**src/rtl/adc_sar_pkg.sv**
```systemverilog
package adc_sar_pkg;

  // control/status word field positions
  localparam int CTL_GO      = 0;
  localparam int CTL_DONE    = 1;
  localparam int CTL_IRQEN   = 2;
  localparam int CTL_DMASEL  = 3;
  localparam int CTL_MODE_LO = 4;
  localparam int CTL_CH_LO   = 8;

  typedef enum logic [1:0] {
    MODE_SINGLE = 2'b00,
    MODE_MULTI  = 2'b01,
    MODE_SCAN   = 2'b10,
    MODE_RSVD   = 2'b11
  } adcMode_e;

  // strobes from control to datapath
  typedef struct packed {
    logic clearAcc;     // load first trial mask, zero accumulator
    logic trialActive;  // a bit trial is on the DAC this cycle
    logic stepTrial;    // take comparator decision at this edge
    logic commit;       // store final code into result register
  } sarStrobe_t;

endpackage

```
**src/rtl/adc_sar_fsm.sv**
```systemverilog
module adc_sar_fsm
  import adc_sar_pkg::*;
#(
  parameter int RES_BITS = 10,
  parameter int CH_W     = 3,
  parameter int DATA_W   = 16
) (
  input  logic              clk,
  input  logic              rstN,
  input  logic              wrCtl,
  input  logic              rdCtl,
  input  logic              rdResult,
  input  logic [DATA_W-1:0] wrData,
  output sarStrobe_t        strb,
  output logic [CH_W-1:0]   convCh,
  output logic [DATA_W-1:0] ctlWord,
  output logic              busy,
  output logic              doneFlag,
  output logic              irqOut,
  output logic              dmaReq,
  output logic              sampleEn
);

  localparam int CNT_W = $clog2(RES_BITS);
  localparam logic [CNT_W-1:0] LAST_IDX = CNT_W'(RES_BITS - 1);

  typedef enum logic [1:0] {ST_IDLE, ST_SAMPLE, ST_TRIAL} convState_e;

  convState_e stateQ;
  logic [CNT_W-1:0] trialCnt;
  logic irqEn, dmaSel, clearArmed, dmaPend;
  logic [1:0] modeSel;
  logic [CH_W-1:0] chSel;
  logic startReq, abortReq, clearReq;

  assign busy     = (stateQ != ST_IDLE);
  assign startReq = wrCtl && wrData[CTL_GO] && !busy;
  assign abortReq = wrCtl && !wrData[CTL_GO] && busy;
  assign clearReq = wrCtl && !wrData[CTL_DONE] && clearArmed;

  always_comb begin
    strb.clearAcc    = startReq;
    strb.trialActive = (stateQ == ST_TRIAL);
    strb.stepTrial   = (stateQ == ST_TRIAL) && !abortReq;
    strb.commit      = (stateQ == ST_TRIAL) && (trialCnt == '0) && !abortReq;
  end

  // sequencing
  always_ff @(posedge clk) begin
    if (!rstN) begin
      stateQ   <= ST_IDLE;
      trialCnt <= '0;
      convCh   <= '0;
    end else if (startReq) begin
      stateQ <= ST_SAMPLE;
      convCh <= wrData[CTL_CH_LO +: CH_W];
    end else if (abortReq) begin
      stateQ <= ST_IDLE;
    end else begin
      case (stateQ)
        ST_SAMPLE: begin
          stateQ   <= ST_TRIAL;
          trialCnt <= LAST_IDX;
        end
        ST_TRIAL: begin
          if (trialCnt == '0) stateQ <= ST_IDLE;
          else trialCnt <= trialCnt - 1'b1;
        end
        default: stateQ <= ST_IDLE;
      endcase
    end
  end

  // configuration fields
  always_ff @(posedge clk) begin
    if (!rstN) begin
      irqEn   <= 1'b0;
      dmaSel  <= 1'b0;
      modeSel <= MODE_SINGLE;
      chSel   <= '0;
    end else if (wrCtl) begin
      irqEn   <= wrData[CTL_IRQEN];
      dmaSel  <= wrData[CTL_DMASEL];
      modeSel <= wrData[CTL_MODE_LO +: 2];
      chSel   <= wrData[CTL_CH_LO +: CH_W];
    end
  end

  // done flag with read-then-write-zero clearing
  always_ff @(posedge clk) begin
    if (!rstN) begin
      doneFlag   <= 1'b0;
      clearArmed <= 1'b0;
    end else if (strb.commit) begin
      doneFlag <= 1'b1;
    end else if (clearReq) begin
      doneFlag   <= 1'b0;
      clearArmed <= 1'b0;
    end else if (rdCtl && doneFlag) begin
      clearArmed <= 1'b1;
    end
  end

  // DMA request pending, acknowledged by a result read
  always_ff @(posedge clk) begin
    if (!rstN) dmaPend <= 1'b0;
    else if (strb.commit) dmaPend <= dmaSel;
    else if (rdResult || clearReq) dmaPend <= 1'b0;
  end

  assign irqOut   = doneFlag && irqEn && !dmaSel;
  assign dmaReq   = dmaPend && doneFlag && dmaSel;
  assign sampleEn = (stateQ == ST_SAMPLE);

  always_comb begin
    ctlWord = '0;
    ctlWord[CTL_GO]                = busy;
    ctlWord[CTL_DONE]              = doneFlag;
    ctlWord[CTL_IRQEN]             = irqEn;
    ctlWord[CTL_DMASEL]            = dmaSel;
    ctlWord[CTL_MODE_LO +: 2]      = modeSel;
    ctlWord[CTL_CH_LO +: CH_W]     = chSel;
  end

endmodule

```
**src/rtl/adc_sar_datapath.sv**
```systemverilog
module adc_sar_datapath
  import adc_sar_pkg::*;
#(
  parameter int RES_BITS = 10,
  parameter int CH_COUNT = 8,
  parameter int DATA_W   = 16
) (
  input  logic                        clk,
  input  logic                        rstN,
  input  sarStrobe_t                  strb,
  input  logic [$clog2(CH_COUNT)-1:0] convCh,
  input  logic                        cmpIn,
  input  logic [$clog2(CH_COUNT)-1:0] rdIdx,
  output logic [RES_BITS-1:0]         dacCode,
  output logic [DATA_W-1:0]           rdData
);

  localparam int PAD_W = DATA_W - RES_BITS;
  localparam logic [RES_BITS-1:0] FIRST_MASK = {1'b1, {(RES_BITS-1){1'b0}}};

  logic [RES_BITS-1:0] accCode, trialMask, trialCode, finalCode;
  logic [DATA_W-1:0] resultReg [CH_COUNT];

  assign trialCode = accCode | trialMask;
  assign finalCode = cmpIn ? trialCode : accCode;
  assign dacCode   = strb.trialActive ? trialCode : '0;

  always_ff @(posedge clk) begin
    if (!rstN) begin
      accCode   <= '0;
      trialMask <= '0;
    end else if (strb.clearAcc) begin
      accCode   <= '0;
      trialMask <= FIRST_MASK;
    end else if (strb.stepTrial) begin
      accCode   <= finalCode;
      trialMask <= trialMask >> 1;
    end
  end

  for (genvar g = 0; g < CH_COUNT; g++) begin : gResult
    always_ff @(posedge clk) begin
      if (!rstN) resultReg[g] <= '0;
      else if (strb.commit && (convCh == g)) resultReg[g] <= {finalCode, {PAD_W{1'b0}}};
    end
  end

  assign rdData = resultReg[rdIdx];

endmodule

```
**src/rtl/adc_sar_ctrl.sv**
```systemverilog
module adc_sar_ctrl
  import adc_sar_pkg::*;
#(
  parameter int RES_BITS = 10,
  parameter int CH_COUNT = 8,
  parameter int DATA_W   = 16,
  parameter int ADDR_W   = 4
) (
  input  logic                        clk,
  input  logic                        rstN,
  input  logic                        regWrEn,
  input  logic                        regRdEn,
  input  logic [ADDR_W-1:0]           regAddr,
  input  logic [DATA_W-1:0]           regWrData,
  output logic [DATA_W-1:0]           regRdData,
  output logic [RES_BITS-1:0]         dacCode,
  output logic [$clog2(CH_COUNT)-1:0] muxSel,
  output logic                        sampleEn,
  input  logic                        cmpIn,
  output logic                        irqOut,
  output logic                        dmaReq
);

  localparam int CH_W = $clog2(CH_COUNT);
  localparam logic [ADDR_W-1:0] CTL_ADDR = ADDR_W'(CH_COUNT);

  sarStrobe_t strb;
  logic [CH_W-1:0] convCh;
  logic [DATA_W-1:0] ctlWord, resData;
  logic busy, doneFlag, isCtl, isRes, wrCtl, rdCtl, rdResult;

  assign isCtl    = (regAddr == CTL_ADDR);
  assign isRes    = (regAddr < CTL_ADDR);
  assign wrCtl    = regWrEn && isCtl;
  assign rdCtl    = regRdEn && isCtl;
  assign rdResult = regRdEn && isRes;

  adc_sar_fsm #(.RES_BITS(RES_BITS), .CH_W(CH_W), .DATA_W(DATA_W)) uFsm (
    .clk(clk), .rstN(rstN), .wrCtl(wrCtl), .rdCtl(rdCtl), .rdResult(rdResult),
    .wrData(regWrData), .strb(strb), .convCh(convCh), .ctlWord(ctlWord),
    .busy(busy), .doneFlag(doneFlag), .irqOut(irqOut), .dmaReq(dmaReq),
    .sampleEn(sampleEn)
  );

  adc_sar_datapath #(.RES_BITS(RES_BITS), .CH_COUNT(CH_COUNT), .DATA_W(DATA_W)) uPath (
    .clk(clk), .rstN(rstN), .strb(strb), .convCh(convCh), .cmpIn(cmpIn),
    .rdIdx(regAddr[CH_W-1:0]), .dacCode(dacCode), .rdData(resData)
  );

  assign muxSel    = convCh;
  assign regRdData = isCtl ? ctlWord : (isRes ? resData : '0);

endmodule

```
**config.mk**
```make
export PLATFORM = sky130hd
export DESIGN_NAME = adc_sar_ctrl
export DESIGN_NICKNAME = d
export VERILOG_FILES = /design/src/rtl/adc_sar_pkg.sv /design/src/rtl/adc_sar_fsm.sv /design/src/rtl/adc_sar_datapath.sv /design/src/rtl/adc_sar_ctrl.sv
export SDC_FILE = /design/constraint.sdc
export NUM_CORES = 1
export LEC_CHECK = 0
export BUFFER_PORTS_ARGS = -buffer_cell sky130_fd_sc_hd__buf_4
export CORE_ASPECT_RATIO = 1.75
export CORE_MARGIN = 5
export CORE_UTILIZATION = 53
export CTS_CLUSTER_DIAMETER = 60
export CTS_CLUSTER_SIZE = 25
export DETAILED_ROUTE_END_ITERATION = 8
export MAX_ROUTING_LAYER = met4
export PLACE_DENSITY = 0.76
export SLEW_MARGIN = 20
export SYNTH_ARGS = -nofsm -noshare
export SYNTH_HDL_FRONTEND = slang
export SYNTH_SLANG_ARGS = --single-unit
```
**constraint.sdc**
```tcl
create_clock -name clk -period 2.9 [get_ports clk]
set_input_delay 0.58 -clock clk [delete_from_list [all_inputs] [get_ports clk]]
set_output_delay 0.58 -clock clk [all_outputs]
set_load 0.01 [all_outputs]
```
* After elaboration in Yosys (flattened, before gate mapping)
Memories as Yosys holds them, arrays and structs flattened.
Cells that the tools add are included.
** Storage, ports and cells
- Register bits :: 39
- RAM bits :: 80
- Input bits :: 25
- Logic and storage cells :: 137
- Memories :: 1
** Memories
- uPath.resultReg :: words 8, width 10, read ports 1, clocked after Yosys merged registers in 0, wr ports 8, RTL line adc_sar_datapath.sv:22 : logic [DATA_W-1:0] resultReg [CH_COUNT];
** Cells by class
- Add/sub/neg operators :: 1
- Magnitude comparators :: 1
- Equal/unequal tests :: 13
- Mux-type cells :: 51
- Bitwise logic cells :: 13
- Reductions and logical operators :: 43
** Operators by type and width (number)
- $mux W10 :: 12
- $mux W1 :: 33
- $mux W16 :: 2
- $logic_and A1 B1 Y1 :: 25
- $eq A3 B3 Y1 const B :: 4
- $reduce_bool A2 Y1 :: 6
- $or A10 B10 Y10 :: 1
- $or A1 B1 Y1 :: 8
- $pmux W4 S2 :: 1
- $eq A3 B2 Y1 const B :: 2
- $logic_not A1 Y1 :: 5
- $eq A4 B4 Y1 const B :: 1
- $logic_not A4 Y1 :: 1
- $lt A4 B4 Y1 const B :: 1
- $mux W4 :: 1
- $ne A2 B2 Y1 const B :: 2
- $ne A4 B4 Y1 const B :: 1
- $not A1 Y1 :: 4
- $pmux W2 S2 :: 1
- $reduce_and A4 Y1 :: 1
- $sub A4 B1 Y4 const B :: 1
- $eq A3 B1 Y1 const B :: 1
- $logic_not A3 Y1 :: 1
- $reduce_or A3 Y1 :: 1
- 6 further kinds :: 6

* Longest topological paths before layout
- Word-level depth :: 11
- Mapped depth :: 7
- Mapped depth without buffers :: 6

* By module
From an unflattened synthesis, not the netlist that was laid out.
** Second synthesis, totals
- Cells, all modules :: 491
- Area, all modules :: 5823.1 µm²
** By module, submodules not included
- adc_sar_datapath :: times used 1, cells each 322, area an instance 4453.0 µm²
- adc_sar_fsm :: times used 1, cells each 110, area an instance 1006.0 µm²
- adc_sar_ctrl :: times used 1, cells each 59, area an instance 364.1 µm²

* Worst setup path after synthesis
OpenSTA, ideal clock, no wires.
- Path type :: register to register
- From :: reg uFsm.trialCnt[0]
- To :: mem uPath.resultReg[1][0] (netlist name) (enable)
- Data arrival time :: 2.363 ns
- Required time :: 2.506 ns
- Slack :: 0.143 ns
- Stages on the path, launching flop included :: 8
- Buffers on the path :: 1
- Period minus slack after synthesis :: 2.757 ns
- Cells stage by stage :: dfxtp_1 inv_1 ha_1 or3b_1 buf_2 a211oi_2 nand2_1 o31ai_1
** RTL lines
- start: declaration :: RTL line adc_sar_fsm.sv:30 : logic [CNT_W-1:0] trialCnt;
- start signal: assignment :: RTL line adc_sar_fsm.sv:67 : else trialCnt <= trialCnt - 1'b1;
- end: declaration :: RTL line adc_sar_datapath.sv:22

* Final worst setup path
- From :: in regAddr[0]
- To :: out regRdData[8]
** On the way
- Cells in the longest elaborated chain, start to end :: 3
- Elaborated cells on any way between the ends :: 5
- Those cells by class :: 1 x order compare; 1 x eq/ne; 2 x mux; 1 x memory
** RTL lines
- start: declaration :: RTL line adc_sar_ctrl.sv:13 : input logic [ADDR_W-1:0] regAddr,
- $mem_v2 Z8 W10 / $lt A4 B4 Y1 (equally long branches)
- $mux W16 :: RTL line adc_sar_ctrl.sv:51 : assign regRdData = isCtl ? ctlWord : (isRes ? resData : '0);
- $mux W16 * :: RTL line adc_sar_ctrl.sv:51
- end: declaration :: RTL line adc_sar_ctrl.sv:15 : output logic [DATA_W-1:0] regRdData,
Every way passes the cells marked *; elsewhere a longest branch is shown, timed or not.

==> results.cfg <==
[power]
clkPwrFrac_pct = 48.7
ir_worst_vdd_mv = 0.490
combPwrFrac_pct = 5.2
switching_share_pct = 19.7
internal_power_mw = 3.25
power.leakage_nw = 2.21
seqPwrFrac_pct = 46.2
power.density_nw_per_um2 = 637
p_sw_uw = 799

[sta]
worst_pin_slew_ps = 897
hold_slack_ps = 407
max_slew_margin_pct = 40.2
hold_viol = 0
setup_viol = 0
rsz0062_at_grt = false
slew_viol_final = 0
fmax_ghz = 0.401
fin_skew_ps = 7.22
tns_ps = 0
period_share_pct = 86.1
finalCriticalPeriod_ps = 2500

[cts]
cts_resized = 0
clk_path_buf_depth = 2
clk_latency_ps = 400
cts_root_buf = clkbuf_16
holdBufCountCts = 0
cts_buffers = 17
htreeDepth = 4
clkTransAtPathRegs_ps = 50
cts_sinks = 119
cts_tree = done
cts_setup_buffers = 0

[layout]
fill_cells = 739
antennaDiodeCount = 0
fin_area_um2 = 6360
final_nets = 534
drive_gt1_share_pct = 24.1
area_delta_synth_final_pct = 21.4

[synthesis]
ys_seq_area_share_pct = 60.8
async_flop_share_pct = 0
syn_area_um2 = 5240
ys_ff_latch = 119
synthesis.nets = 472
synthFlopType = edfxtp_1
syn_avg_cell_area_um2 = 11.8
synthCells = 445
synth-edff-count = 80
synth_cell_types = 45
ys_warn_count = 0

[job]
maxCapViolCount = 0

[place]
port_buffers = 49
routabilityCongestion = 0.827
hpwl_um = 8110
dpl-instance-area_um2 = 5790

[drt]
dr.pass1.iters = 5
routed_wl_um = 11700
antenna_left = 0
avgViaCountPerCell = 5.63
num_vias = 3621
wl_per_cell_um = 18.2
first_iter_violations = 309
drc = 0

[die]
start_util_pct = 53.5
placement_rows = 48
die-area_um2 = 12000
die_y_um = 141
io_pins = 57
design.core.area_um2 = 9790
die_w_um = 85.1

[critical_path]
cp-end-kind = output port
start_kind = primary input
cp_max_fo = 11
crit_type = primary input to output port
crit_arrival_ps = 1920
required_ps = 2320

[hold_path]
hold_class = primary input to flop

[global_route]
grt_pass1_vias = 3713
antenna_found_initial = 0
grtUsageTotal_pct = 21.2
grt_remaining_overflow = 0
grt_pass1_wl_um = 18500
grt_max_degree = 22

[run_status]
status = completed
==> power groups by stage <==
stage / Combinational, mW / Sequential (mW) / Clock [mW]
global placement: 0.207 / 1.90 / 0
CTS: 0.211 / 1.87 / 1.99
finish: 0.209 / 1.87 / 1.97
floorplan: 0.127 / 1.90 / 0
global route: 0.221 / 1.87 / 2.07
detailed placement: 0.210 / 1.90 / 0
==> cell type report <==
class	instances	area, um^2	share of cell area (%)
flip-flops and latches	119	3180	50.1
multi-input cells	301	1950	30.7
clock buffers	26	519	8.17
repair buffers	63	485	7.63
well taps	125	156	2.46
clock inverters	4	45.0	0.708
inverters	5	18.8	0.295
==> critical path, stage by stage <==
cell and delay [ps]:
buf_4 160, buf_12 170, mux4_2 500, a22oi_1 250, nand2_1 100, buf_4 150
==> state kept, by name, summed over array words and instances (netlist names) <==
register and flops:
uFsm.convCh 3, uPath.trialMask 10, uFsm.clearArmed 1, uFsm.doneFlag 1, uFsm.trialCnt 4, uFsm.dmaPend 1
uFsm.dmaSel 1, uPath.resultReg 80, uFsm.chSel 3, uFsm.irqEn 1, uPath.accCode 10, uFsm.stateQ 2
uFsm.modeSel 2
==> cell usage after synthesis (all sizes together), types with 2 or more instances <==
master / instances / area (um^2)
a22o: 3 / 26.3
buf: 7 / 38.8
a31oi: 7 / 43.8
nand2: 36 / 153
mux2i: 16 / 160
and2: 8 / 50.1
a2111oi: 2 / 55.1
clkbuf: 13 / 48.8
nor2b: 7 / 43.8
nand2b: 4 / 25.0
dfxtp: 39 / 781
o21ai: 5 / 25.0
a211oi: 2 / 20.0
ha: 2 / 25.0
nor3: 7 / 35.0
o31ai: 5 / 37.5
a22oi: 3 / 22.5
nand3: 3 / 25.0
inv: 5 / 18.8
nor2: 133 / 499
edfxtp: 80 / 2400
a21oi: 22 / 110
mux4: 20 / 450
==> layer usage <==
layer	GRT usage, %	part of all wire (%)	vias to the layer above
met1	21.4	35	1757
met5	-	0	-
met4	10.8	4.1	0
met3	4.82	3.8	28
li1	-	-	1727
met2	37.6	57	109
==> cells in the final DEF, fill, tap and decap left out, drive strengths merged, types with 7 or more instances in the layout <==
cell type and n:
nor3 7, nor2 133, and2 8, nor2b 7, mux2i 16, dfxtp 39
a21oi 22, clkbuf 26, mux4 20, edfxtp 80, buf 63, nand2 36
a31oi 7
==> path summary, 6_finish.rpt <==
path / startpoint / end / slack (ps) / cells past startpoint
setup / recovery: regAddr[0] / regRdData[8] / 400 / 6
hold / removal: regWrData[8] / uFsm.convCh[0]$_SDFFE_PN0P_ / 410 / 2
setup reg to reg: uFsm.trialCnt[0]$_SDFFE_PN0P_ / uPath.resultReg[1][8]$_SDFFCE_PN0P_ / 580 / 7
hold reg to reg: uFsm.modeSel[1]$_SDFFE_PN0N_ / uFsm.modeSel[1]$_SDFFE_PN0N_ / 460 / 2
==> kinds of logic after synthesis <==
| family | after synthesis | share of synthesized area [%] |
|---|---|---|
| buf+inv | 25 | 2.03 |
| mux | 36 | 11.7 |
| simple gates | 207 | 17.4 |
| compound gates | 56 | 7.60 |
| flops | 119 | 60.8 |
| fa+ha+maj | 2 | 0.478 |
==> per-stage QoR <==
step	std cells	setup slack (ps)	total power [mW]	utilization, %
after floorplan	445	143	2.02	-
after global placement	613	399	2.11	59.2
after detailed placement	613	400	2.11	59.2
after CTS	643	392	4.07	65.0
after global routing	643	346	4.17	65.0
final	643	404	4.05	65.0
Power figures use the tool's default switching activity.
